`src/rtl/twi_pkg.sv`:
```
package twi_pkg;

    localparam int BYTE_W = 8;
    localparam int BIT_CNT_W = 4;

    typedef logic [BYTE_W-1:0] byte_t;

    typedef enum logic [2:0] {
        ST_IDLE,
        ST_ADDR,
        ST_ACK,
        ST_WRITE,
        ST_READ,
        ST_HOLD
    } fsm_st_e;

    typedef enum logic [1:0] {
        WB_PTR,
        WB_DATA,
        WB_EXTRA
    } wbyte_e;

    typedef struct packed {
        logic scl;
        logic sda;
        logic scl_rise;
        logic scl_fall;
        logic start;
        logic stop;
    } bus_ev_t;

    function automatic logic addr_hit(input byte_t frame, input logic [6:0] dev);
        return frame[BYTE_W-1:1] == dev;
    endfunction

endpackage

```
`src/rtl/twi_sync_edge.sv`:
```
module twi_sync_edge
    import twi_pkg::*;
#(
    parameter int STAGES = 2
) (
    input  logic    clk,
    input  logic    rst,
    input  logic    scl_i,
    input  logic    sda_i,
    output bus_ev_t ev_o
);

    logic [STAGES-1:0] scl_pipe;
    logic [STAGES-1:0] sda_pipe;
    logic              scl_d;
    logic              sda_d;
    logic              scl_now;
    logic              sda_now;

    always_ff @(posedge clk) begin
        if (rst) begin
            scl_pipe <= '1;
            sda_pipe <= '1;
            scl_d    <= 1'b1;
            sda_d    <= 1'b1;
        end else begin
            scl_pipe <= {scl_pipe[STAGES-2:0], scl_i};
            sda_pipe <= {sda_pipe[STAGES-2:0], sda_i};
            scl_d    <= scl_pipe[STAGES-1];
            sda_d    <= sda_pipe[STAGES-1];
        end
    end

    assign scl_now = scl_pipe[STAGES-1];
    assign sda_now = sda_pipe[STAGES-1];

    always_comb begin
        ev_o.scl      = scl_now;
        ev_o.sda      = sda_now;
        ev_o.scl_rise = scl_now & ~scl_d;
        ev_o.scl_fall = ~scl_now & scl_d;
        ev_o.start    = scl_now & scl_d & sda_d & ~sda_now;
        ev_o.stop     = scl_now & scl_d & ~sda_d & sda_now;
    end

endmodule

```
`src/rtl/twi_regbank.sv`:
```
module twi_regbank
    import twi_pkg::*;
#(
    parameter int ADDR_W = 4
) (
    input  logic              clk,
    input  logic              rst,
    input  logic              bus_we,
    input  logic [ADDR_W-1:0] bus_addr,
    input  byte_t             bus_wdata,
    output byte_t             bus_rdata,
    input  logic              ext_we,
    input  logic [ADDR_W-1:0] ext_addr,
    input  byte_t             ext_wdata,
    output byte_t             ext_rdata
);

    localparam int DEPTH = 1 << ADDR_W;

    byte_t mem [DEPTH];

    // The bus port takes priority when both ports hit one register together.
    always_ff @(posedge clk) begin
        if (rst) begin
            for (int i = 0; i < DEPTH; i++) begin
                mem[i] <= '0;
            end
        end else begin
            for (int i = 0; i < DEPTH; i++) begin
                if (bus_we && bus_addr == ADDR_W'(i)) begin
                    mem[i] <= bus_wdata;
                end else if (ext_we && ext_addr == ADDR_W'(i)) begin
                    mem[i] <= ext_wdata;
                end
            end
        end
    end

    assign bus_rdata = mem[bus_addr];
    assign ext_rdata = mem[ext_addr];

endmodule

```
`src/rtl/twi_slave_fsm.sv`:
```
module twi_slave_fsm
    import twi_pkg::*;
#(
    parameter logic [6:0] DEV_ADDR = 7'h4C,
    parameter int         PTR_W    = 4
) (
    input  logic             clk,
    input  logic             rst,
    input  bus_ev_t          ev,
    input  byte_t            rdata,
    output logic             sda_oe,
    output logic [PTR_W-1:0] ptr,
    output logic             wr_en,
    output byte_t            wr_data,
    output fsm_st_e          state
);

    localparam logic [BIT_CNT_W-1:0] LAST_BIT = BIT_CNT_W'(BYTE_W);

    logic [BIT_CNT_W-1:0] bit_cnt;
    byte_t                rx_sh;
    byte_t                tx_sh;
    logic                 rd_dir;
    wbyte_e               wbyte;
    logic                 byte_done;

    assign byte_done = ev.scl_fall && (bit_cnt == LAST_BIT);

    always_ff @(posedge clk) begin
        if (rst) begin
            state   <= ST_IDLE;
            bit_cnt <= '0;
            rx_sh   <= '0;
            tx_sh   <= '0;
            rd_dir  <= 1'b0;
            wbyte   <= WB_PTR;
            ptr     <= '0;
            sda_oe  <= 1'b0;
            wr_en   <= 1'b0;
            wr_data <= '0;
        end else begin
            wr_en <= 1'b0;
            if (ev.start) begin
                state   <= ST_ADDR;
                bit_cnt <= '0;
                sda_oe  <= 1'b0;
            end else if (ev.stop) begin
                state  <= ST_IDLE;
                sda_oe <= 1'b0;
            end else begin
                unique case (state)
                    ST_IDLE: begin
                    end
                    ST_ADDR: begin
                        if (ev.scl_rise) begin
                            rx_sh   <= {rx_sh[BYTE_W-2:0], ev.sda};
                            bit_cnt <= bit_cnt + 1'b1;
                        end else if (byte_done) begin
                            if (addr_hit(rx_sh, DEV_ADDR)) begin
                                sda_oe <= 1'b1;
                                rd_dir <= rx_sh[0];
                                wbyte  <= WB_PTR;
                                state  <= ST_ACK;
                            end else begin
                                state <= ST_IDLE;
                            end
                        end
                    end
                    ST_WRITE: begin
                        if (ev.scl_rise) begin
                            rx_sh   <= {rx_sh[BYTE_W-2:0], ev.sda};
                            bit_cnt <= bit_cnt + 1'b1;
                        end else if (byte_done) begin
                            state <= ST_ACK;
                            unique case (wbyte)
                                WB_PTR: begin
                                    ptr    <= rx_sh[PTR_W-1:0];
                                    sda_oe <= 1'b1;
                                    wbyte  <= WB_DATA;
                                end
                                WB_DATA: begin
                                    wr_en   <= 1'b1;
                                    wr_data <= rx_sh;
                                    sda_oe  <= 1'b1;
                                    wbyte   <= WB_EXTRA;
                                end
                                default: begin
                                    sda_oe <= 1'b0;
                                end
                            endcase
                        end
                    end
                    ST_ACK: begin
                        if (ev.scl_fall) begin
                            bit_cnt <= '0;
                            if (rd_dir) begin
                                state  <= ST_READ;
                                tx_sh  <= rdata;
                                sda_oe <= ~rdata[BYTE_W-1];
                            end else begin
                                state  <= ST_WRITE;
                                sda_oe <= 1'b0;
                            end
                        end
                    end
                    ST_READ: begin
                        if (ev.scl_rise) begin
                            bit_cnt <= bit_cnt + 1'b1;
                        end else if (byte_done) begin
                            sda_oe <= 1'b0;
                            state  <= ST_HOLD;
                        end else if (ev.scl_fall) begin
                            tx_sh  <= {tx_sh[BYTE_W-2:0], 1'b0};
                            sda_oe <= ~tx_sh[BYTE_W-2];
                        end
                    end
                    ST_HOLD: begin
                    end
                    default: begin
                        state  <= ST_IDLE;
                        sda_oe <= 1'b0;
                    end
                endcase
            end
        end
    end

endmodule

```
`src/rtl/twi_ptr_slave.sv`:
```
module twi_ptr_slave
    import twi_pkg::*;
#(
    parameter logic [6:0] DEV_ADDR    = 7'h4C,
    parameter int         PTR_W       = 4,
    parameter int         SYNC_STAGES = 2
) (
    input  logic             clk,
    input  logic             rst,
    input  logic             scl_i,
    input  logic             sda_i,
    output logic             sda_oe_o,
    input  logic             ext_we_i,
    input  logic [PTR_W-1:0] ext_addr_i,
    input  logic [7:0]       ext_wdata_i,
    output logic [7:0]       ext_rdata_o
);

    bus_ev_t          ev;
    byte_t            bus_rdata;
    logic [PTR_W-1:0] ptr;
    logic             bus_we;
    byte_t            bus_wdata;
    fsm_st_e          fsm_state;

    twi_sync_edge #(
        .STAGES(SYNC_STAGES)
    ) u_sync (
        .clk  (clk),
        .rst  (rst),
        .scl_i(scl_i),
        .sda_i(sda_i),
        .ev_o (ev)
    );

    twi_slave_fsm #(
        .DEV_ADDR(DEV_ADDR),
        .PTR_W   (PTR_W)
    ) u_fsm (
        .clk    (clk),
        .rst    (rst),
        .ev     (ev),
        .rdata  (bus_rdata),
        .sda_oe (sda_oe_o),
        .ptr    (ptr),
        .wr_en  (bus_we),
        .wr_data(bus_wdata),
        .state  (fsm_state)
    );

    twi_regbank #(
        .ADDR_W(PTR_W)
    ) u_bank (
        .clk      (clk),
        .rst      (rst),
        .bus_we   (bus_we),
        .bus_addr (ptr),
        .bus_wdata(bus_wdata),
        .bus_rdata(bus_rdata),
        .ext_we   (ext_we_i),
        .ext_addr (ext_addr_i),
        .ext_wdata(ext_wdata_i),
        .ext_rdata(ext_rdata_o)
    );

endmodule

```
`config.mk`:
```
export PLATFORM = sky130hd
export DESIGN_NAME = twi_ptr_slave
export DESIGN_NICKNAME = d
export VERILOG_FILES = /design/src/rtl/twi_pkg.sv /design/src/rtl/twi_sync_edge.sv /design/src/rtl/twi_regbank.sv /design/src/rtl/twi_slave_fsm.sv /design/src/rtl/twi_ptr_slave.sv
export SDC_FILE = /design/constraint.sdc
export NUM_CORES = 1
export LEC_CHECK = 0
export BUFFER_PORTS_ARGS = -buffer_cell sky130_fd_sc_hd__clkbuf_2
export CAP_MARGIN = 20
export CORE_MARGIN = 3
export CORE_UTILIZATION = 45
export CTS_CLUSTER_SIZE = 8
export DETAILED_ROUTE_END_ITERATION = 8
export PLACE_DENSITY = 0.74
export SLEW_MARGIN = 0
export SYNTH_ARGS = -nofsm -noshare
export SYNTH_HDL_FRONTEND = slang
export SYNTH_SLANG_ARGS = --single-unit
```
`constraint.sdc`:
```
create_clock -name clk -period 2.21 [get_ports clk]
set_clock_uncertainty 0.2 [all_clocks]
set_input_delay 0.3315 -clock clk [delete_from_list [all_inputs] [get_ports clk]]
set_output_delay 0.3315 -clock clk [all_outputs]
set_load 0.03 [all_outputs]
```
==> results of run 1 <==
power groups by stage:
stage	combinational [uW]	sequential, uW	clock [uW]
floorplan	424	3770	0
global placement	656	3820	0
detailed placement	665	3830	0
CTS	705	3750	2900
global route	764	3770	3030
finish	731	3770	2890
layout by cell type, fill, tap and decap left out, types with 8 or more instances in the layout:
cell / instances
edfxtp_1: 128
buf_4: 98
a22o_1: 80
mux4_2: 78
nand2_1: 66
dfxtp_1: 48
nor2_1: 43
a21oi_1: 25
mux2_1: 24
o21ai_1: 20
nor3_1: 19
clkbuf_16: 18
nand2b_1: 17
o21ai_0: 17
clkbuf_2: 16
or3_1: 15
mux2i_1: 15
buf_12: 15
nor2b_1: 11
buf_8: 9
nor3_2: 8
or2_2: 8
per-layer routing:
layer | track usage, % | vias to the layer above
li1 | - | 3209
met1 | 32.1 | 3682
met2 | 37.0 | 505
met3 | 8.23 | 86
met4 | 12.7 | 0
met5 | 0 | -
cell usage after synthesis (all sizes together), types with 3 or more instances:
master    n
edfxtp  128
a22o     80
mux4     78
nand2    67
clkbuf   50
dfxtp    49
nor2     44
o21ai    38
mux2     31
nor3     27
a21oi    25
nand2b   18
buf      15
mux2i    15
or3      15
nor2b    12
nor4     10
or2       8
nand3b    5
inv       4
or4       4
a31oi     3
nand3     3
nor3b     3
o31ai     3
flip-flops by register name, indices dropped and copies added, names as in the netlist, 2 cells and up, named ones only:
signal	count
u_bank.mem	128
u_fsm.rx_sh	8
u_fsm.wr_data	8
u_fsm.tx_sh	7
u_fsm.bit_cnt	4
u_fsm.ptr	4
u_fsm.state	3
u_fsm.wbyte	2
u_sync.scl_pipe	2
u_sync.sda_pipe	2
cells by family (layout without fill, tap and decap cells):
family | Yosys count | count (layout) | share of synthesized area [%]
AND/OR/NAND/NOR | 227 | 227 | 12.0
buffers and inverters | 70 | 182 | 3.99
flip-flops | 177 | 177 | 48.6
adder cells (fa/ha/maj) | 2 | 2 | 0.252
multiplexers | 124 | 124 | 23.4
AO/OA/AOI/OAI | 158 | 158 | 11.4
XOR/XNOR | 4 | 4 | 0.353
metrics by stage:
stage	util (%)	area (sq um)	setup TNS [ns]	cells	setup slack [ns]
after floorplan	-	10000	-0.330	762	-0.0534
after global placement	51.5	11000	-10.20	1100	-0.263
after detailed placement	51.6	11000	-9.11	1103	-0.314
after CTS	54.8	11700	-4.78	1142	-0.490
after global routing	55.4	11800	-5.47	1149	-0.517
final	55.4	11800	-4.80	1149	-0.502
how the worst max path moves through the flow:
stage | start | end | slack (ns)
4_1_cts | u_bank.mem[9][3] | ext_rdata_o[3] | -0.49
2_1_floorplan | register | u_fsm.tx_sh[2] | -0.05
3_5_place_dp | register | u_fsm.tx_sh[5] | -0.31
3_3_place_gp | register | u_fsm.tx_sh[4] | -0.26
5_1_grt | u_bank.mem[9][3] | ext_rdata_o[3] | -0.52
6_report | u_bank.mem[9][3] | ext_rdata_o[3] | -0.50
final cells by class:
cell class / count / area share, %
timing repair buffer: 145 / 11.2
inverter: 5 / 0.159
clock inverter: 14 / 1.08
clock buffer: 18 / 3.63
sequential: 177 / 40.8
multi-input combinational: 515 / 40.1
tap: 275 / 2.91
what timing repair did:
item                                    4_1_cts  5_1_grt
hold buffers                                  2        0
endpoints found under the setup margin       27       77
pin swaps                                     0        1
gates cloned                                  1        1
gates resized for setup                      33       28
setup buffers                                 4        7
endpoints found under the hold margin         2        0
==> flow_summary.ini, run 1 <==
[clock_tree]
worstSkewPairLatency_ns = 0.43
cts_tree = done
root_buffer = clkbuf_16
cts_buffers = 17
cts.path.max_buffers = 2
path_clk_slew_ns = 0.07
cts_sinks = 177
cts-htree-levels = 4

[worst_setup_path]
ff2ff_setup_slack_ns = -0.27
timing.rr.end = u_fsm.tx_sh[5]
critical_path.max_fanout = 2
path_delay_family = multiplexers
cp_data_required_time_ns = 1.68
startpoint_type = register
critPathSlowestCell = mux4_2
slowest_delay_ns = 0.50
crit_top_cell = mux4_2
worstSetupPathType = reg -> out
crit_chain = buf_4 > mux4_2 > mux4_2 > buf_8
cp-end-kind = primary output
reg2reg_depth = 6
worst-path-buf-inv = 2
cp_data_arrival_time_ns = 2.18
crit_cells = 4

[yosys]
syn-num-nets = 781
yosys.area.top_type = edfxtp_1
async_flop_share_pct = 0
synthDistinctLibCells = 58
ys_ff_latch = 177
netlist_area_sq_mm = 0.00993
netlist_instances = 762
yosysTopAreaCellShare_pct = 38.7
ys.flop_type = edfxtp_1
synthTopCellsByArea = edfxtp_1, mux4_2, dfxtp_1
synth_edf_count = 128
syn_avg_cell_area_sq_um = 13.0
ys_seq_area_share_pct = 48.6
yosysWarningCount = 0

[route]
via_per_inst = 6.51
vias = 7482
drc_errors = 0
avgRoutedWirePerCell_um = 25.9
wl_mm = 29.7
wl_met1_mm = 11.0
wl_met3_mm = 3.94
drtAntennaViolNets = 0
dr.pass1.iters = 7
dr_wl_met2_mm = 13.4
top_layer = met4
first_iter_violations = 1058

[power]
p_int_uw = 5590
p_sw_share_pct = 24.3
comb_power_share_pct = 9.9
power_frac_seq_pct = 51.0
power_uw = 7390
power_density_mw_per_mm2 = 625
power.leakage_uw = 0.00424
pwr-share-clk_pct = 39.1
vdd.ir_drop.worst_mv = 0.522
p_switching_uw = 1800

[global_routing]
overflow = 0
grt_pass1_vias = 7177
grtUsageTotal_pct = 24.7
grt_max_degree = 31
grt_antenna_before_repair = 0
grt_pass1_wl_mm = 43.8

[finish]
n_antenna_cell = 0
multi_input_area_sq_mm = 0.00474
final_nets = 880
register_area_sq_mm = 0.00483
fillers = 1727
syn_to_final_growth_pct = 19.0
layout-drive-gt1-share_pct = 33.3

[job]
maxCapViolCount = 0

[outcome]
failed_checks = setup timing
status = complete, but fails checks

[timing]
post-route-min-period_ns = 2.71
fmax_mhz = 369
whs_ns = 0.209
fin_ws_ns = -0.502
tightest_slew_ns = 0.936
slew_viol_final = 0
slew_headroom_pct = 37.1
fin_crit_sh_pct = 123
rsz0062_at_grt = true
setup_violations = 15
final-hold-violation-count = 0

[floorplanning]
ios = 26
core_area_sq_mm = 0.0214
die-height_um = 155
initial_core_util_pct = 46.5
die_x_um = 155
die-area_sq_mm = 0.0239
std_cell_rows = 53

[hold_path]
holdPathStages = 1
hold_end = u_sync.scl_pipe[1]
hp-class = reg -> reg
hold_start = u_sync.scl_pipe[0]

[place]
numPortBuffers = 25
dp_hpwl_mm = 21.3
place_congestion = 0.965
Note: power is estimated with default switching activity, not from simulation.
==> run 2: changes to the inputs <==
--- a/config.mk
+++ b/config.mk
@@ -7,5 +7,4 @@
 export LEC_CHECK = 0
 export BUFFER_PORTS_ARGS = -buffer_cell sky130_fd_sc_hd__clkbuf_2
-export CAP_MARGIN = 20
 export CORE_MARGIN = 3
 export CORE_UTILIZATION = 45
@@ -13,4 +12,5 @@
 export DETAILED_ROUTE_END_ITERATION = 8
 export PLACE_DENSITY = 0.74
+export SETUP_SLACK_MARGIN = 0.5
 export SLEW_MARGIN = 0
 export SYNTH_ARGS = -nofsm -noshare
==> constraint.sdc (replaced) <==
create_clock -name clk -period 2.21 [get_ports clk]
set_clock_uncertainty 0.2 [all_clocks]
set_input_delay 0.1105 -clock clk [delete_from_list [all_inputs] [get_ports clk]]
set_output_delay 0.1105 -clock clk [all_outputs]
set_load 0.03 [all_outputs]
==> run 2 against run 1 <==
Against the previous run:
- the flow still finishes with violations (setup timing)
- register-to-register slack better by 0.10 ns
- highest routed layer unchanged
- clock power hardly changed
- routed wire length is 2.5% higher
- first-iteration DRC count is 24% lower
- setup slack better by 0.32 ns
- die area stayed put
- final cell count is 2.6% higher
- non-clock buffer count is 30 higher
- global-route usage is 0.064 points higher
==> flow_summary.ini, run 2 (synthesis results as in run 1) <==
[place]
pre_cts_ws_ns = -0.138
place_congestion = 0.897
dpl.cell_count = 1068
dp_hpwl_mm = 20.6
numPortBuffers = 25
dpl_cell_area_sq_mm = 0.0110

[worst_setup_path]
cp_data_required_time_ns = 1.90
startpoint_type = register
cp-end-kind = primary output
reg2reg_depth = 7
worstSetupPathType = reg -> out
startpoint = u_bank.mem[15][5]
critical_path.max_fanout = 2
timing.rr.end = u_fsm.tx_sh[4]
cp_data_arrival_time_ns = 2.08
ff2ff_setup_slack_ns = -0.17
critPathCapture = ext_rdata_o[5]

[timing]
post-route-min-period_ns = 2.39
slew_headroom_pct = 52.1
tightest_slew_ns = 0.719
final-hold-violation-count = 0
fin_ws_ns = -0.184
setup_violations = 15
finalSetupTns_ns = -2.23
slew_viol_final = 0
fmax_mhz = 418
fin_crit_sh_pct = 108
rsz0062_at_grt = true

[finish]
final_common_cell = edfxtp_1
final_nets = 910
n_antenna_cell = 0
layout_common_cells = edfxtp_1, buf_4, a22o_1, mux4_2, nand2_1
largest_reg_flops = 128
layout-drive-gt1-share_pct = 50.8
top_regs = u_bank.mem (128), u_fsm.rx_sh (8), u_fsm.wr_data (8)
largest-register = u_bank.mem
syn_to_final_growth_pct = 31.4
fin_area_sq_mm = 0.0131
layout.cells.non_filler = 1179

[floorplanning]
initial_core_util_pct = 46.5
ios = 26
die-height_um = 155
die-area_sq_mm = 0.0239
std_cell_rows = 53
die_x_um = 155
core_area_sq_mm = 0.0214

[clock_tree]
cts-htree-levels = 4
root_buffer = clkbuf_16
cts_sinks = 177
cts_buffers = 17
worstSkewPairLatency_ns = 0.43
cts_tree = done
cts.path.max_buffers = 2
path_clk_slew_ns = 0.07

[route]
avgRoutedWirePerCell_um = 25.8
dr.pass1.iters = 5
wl_mm = 30.5
drtAntennaViolNets = 0
vias = 7769
first_iter_violations = 799
via_per_inst = 6.59
drc_errors = 0

[outcome]
status = complete, but fails checks
failed_checks = setup timing

[power]
power_density_mw_per_mm2 = 565
pwr-share-clk_pct = 39.0
p_int_uw = 5570
power_frac_seq_pct = 50.7
power_uw = 7380
vdd.ir_drop.worst_mv = 0.444
comb_power_share_pct = 10.3
power.leakage_uw = 0.00474
p_sw_share_pct = 24.6
p_switching_uw = 1810

[global_routing]
grt_antenna_before_repair = 0
grtUsageMet3_pct = 4.70
grt_pass1_wl_mm = 44.8
grtUsageTotal_pct = 24.8
grtUsageMet1_pct = 31.8
gr-usage-met2_pct = 42.3
grt_pass1_vias = 7452
overflow = 0
busiest_layer = met2
grt_max_degree = 34

[job]
maxCapViolCount = 0

[hold_path]
hp-class = in -> reg
[run 2: cell count changes in the layout (fill, tap and decap cells not counted), moves of 17 or more]
cell,before,now
nand2_1,66,46
mux2_1,24,0
nand2_2,1,18
mux2_4,5,28
buf_6,2,36
o21ai_2,1,19
[run 2: critical path: stages, from the launching register on]
cell      delay, ns
edfxtp_1       0.44
mux4_2         0.51
mux4_2         0.54
buf_8          0.16
[run 2: per-stage QoR]
stage	hold slack (ns)	utilization, %
4_1_cts	0.00816	58.3
3_5_place_dp	0.0966	51.6
2_1_floorplan	0.0143	-
6_report	0.0386	61.1
3_3_place_gp	0.0959	51.6
5_1_grt	0.0530	61.1
[run 2: how the worst min path moves through the flow]
stage,start,end,slack [ns],depth (start not counted)
after floorplan,scl_i,u_sync.scl_pipe[0],0.01,1
after global placement,sda_i,u_sync.sda_pipe[0],0.1,2
after detailed placement,scl_i,u_sync.scl_pipe[0],0.1,2
after CTS,ext_wdata_i[4],u_bank.mem[14][4],0.008,3
after global routing,rst,u_fsm.tx_sh[4],0.05,3
final,ext_wdata_i[7],u_bank.mem[12][7],0.04,3
[run 2: layer usage]
layer / vias to the layer above / share of wire [%]
li1: 3280 / -
met4: 0 / 3.4
met3: 71 / 8.7
met1: 3918 / 37
met5: - / 0
met2: 500 / 51
[run 2: final cells by class]
type	instances	area, sq um
tap	275	344
clock inverter	14	113
sequential	177	4860
fill	1539	8300
clock buffer	18	429
multi-input combinational	515	5540
inverter	5	20.0
timing repair buffer	175	1750
[run 2: timing repair]
action	CTS	global route
setup buffers	48	25
endpoints found under the hold margin	2	0
hold buffers	2	0
gates resized for setup	110	107
gates cloned	2	2
setup endpoints to repair	282	259
pin swaps	67	66
[run 2: power groups by stage]
stage	clock (uW)	sequential [uW]	combinational [uW]
finish	2880	3740	759
global route	3010	3750	794
CTS	2870	3740	703
detailed placement	0	3820	627
global placement	0	3810	618
floorplan	0	3770	462
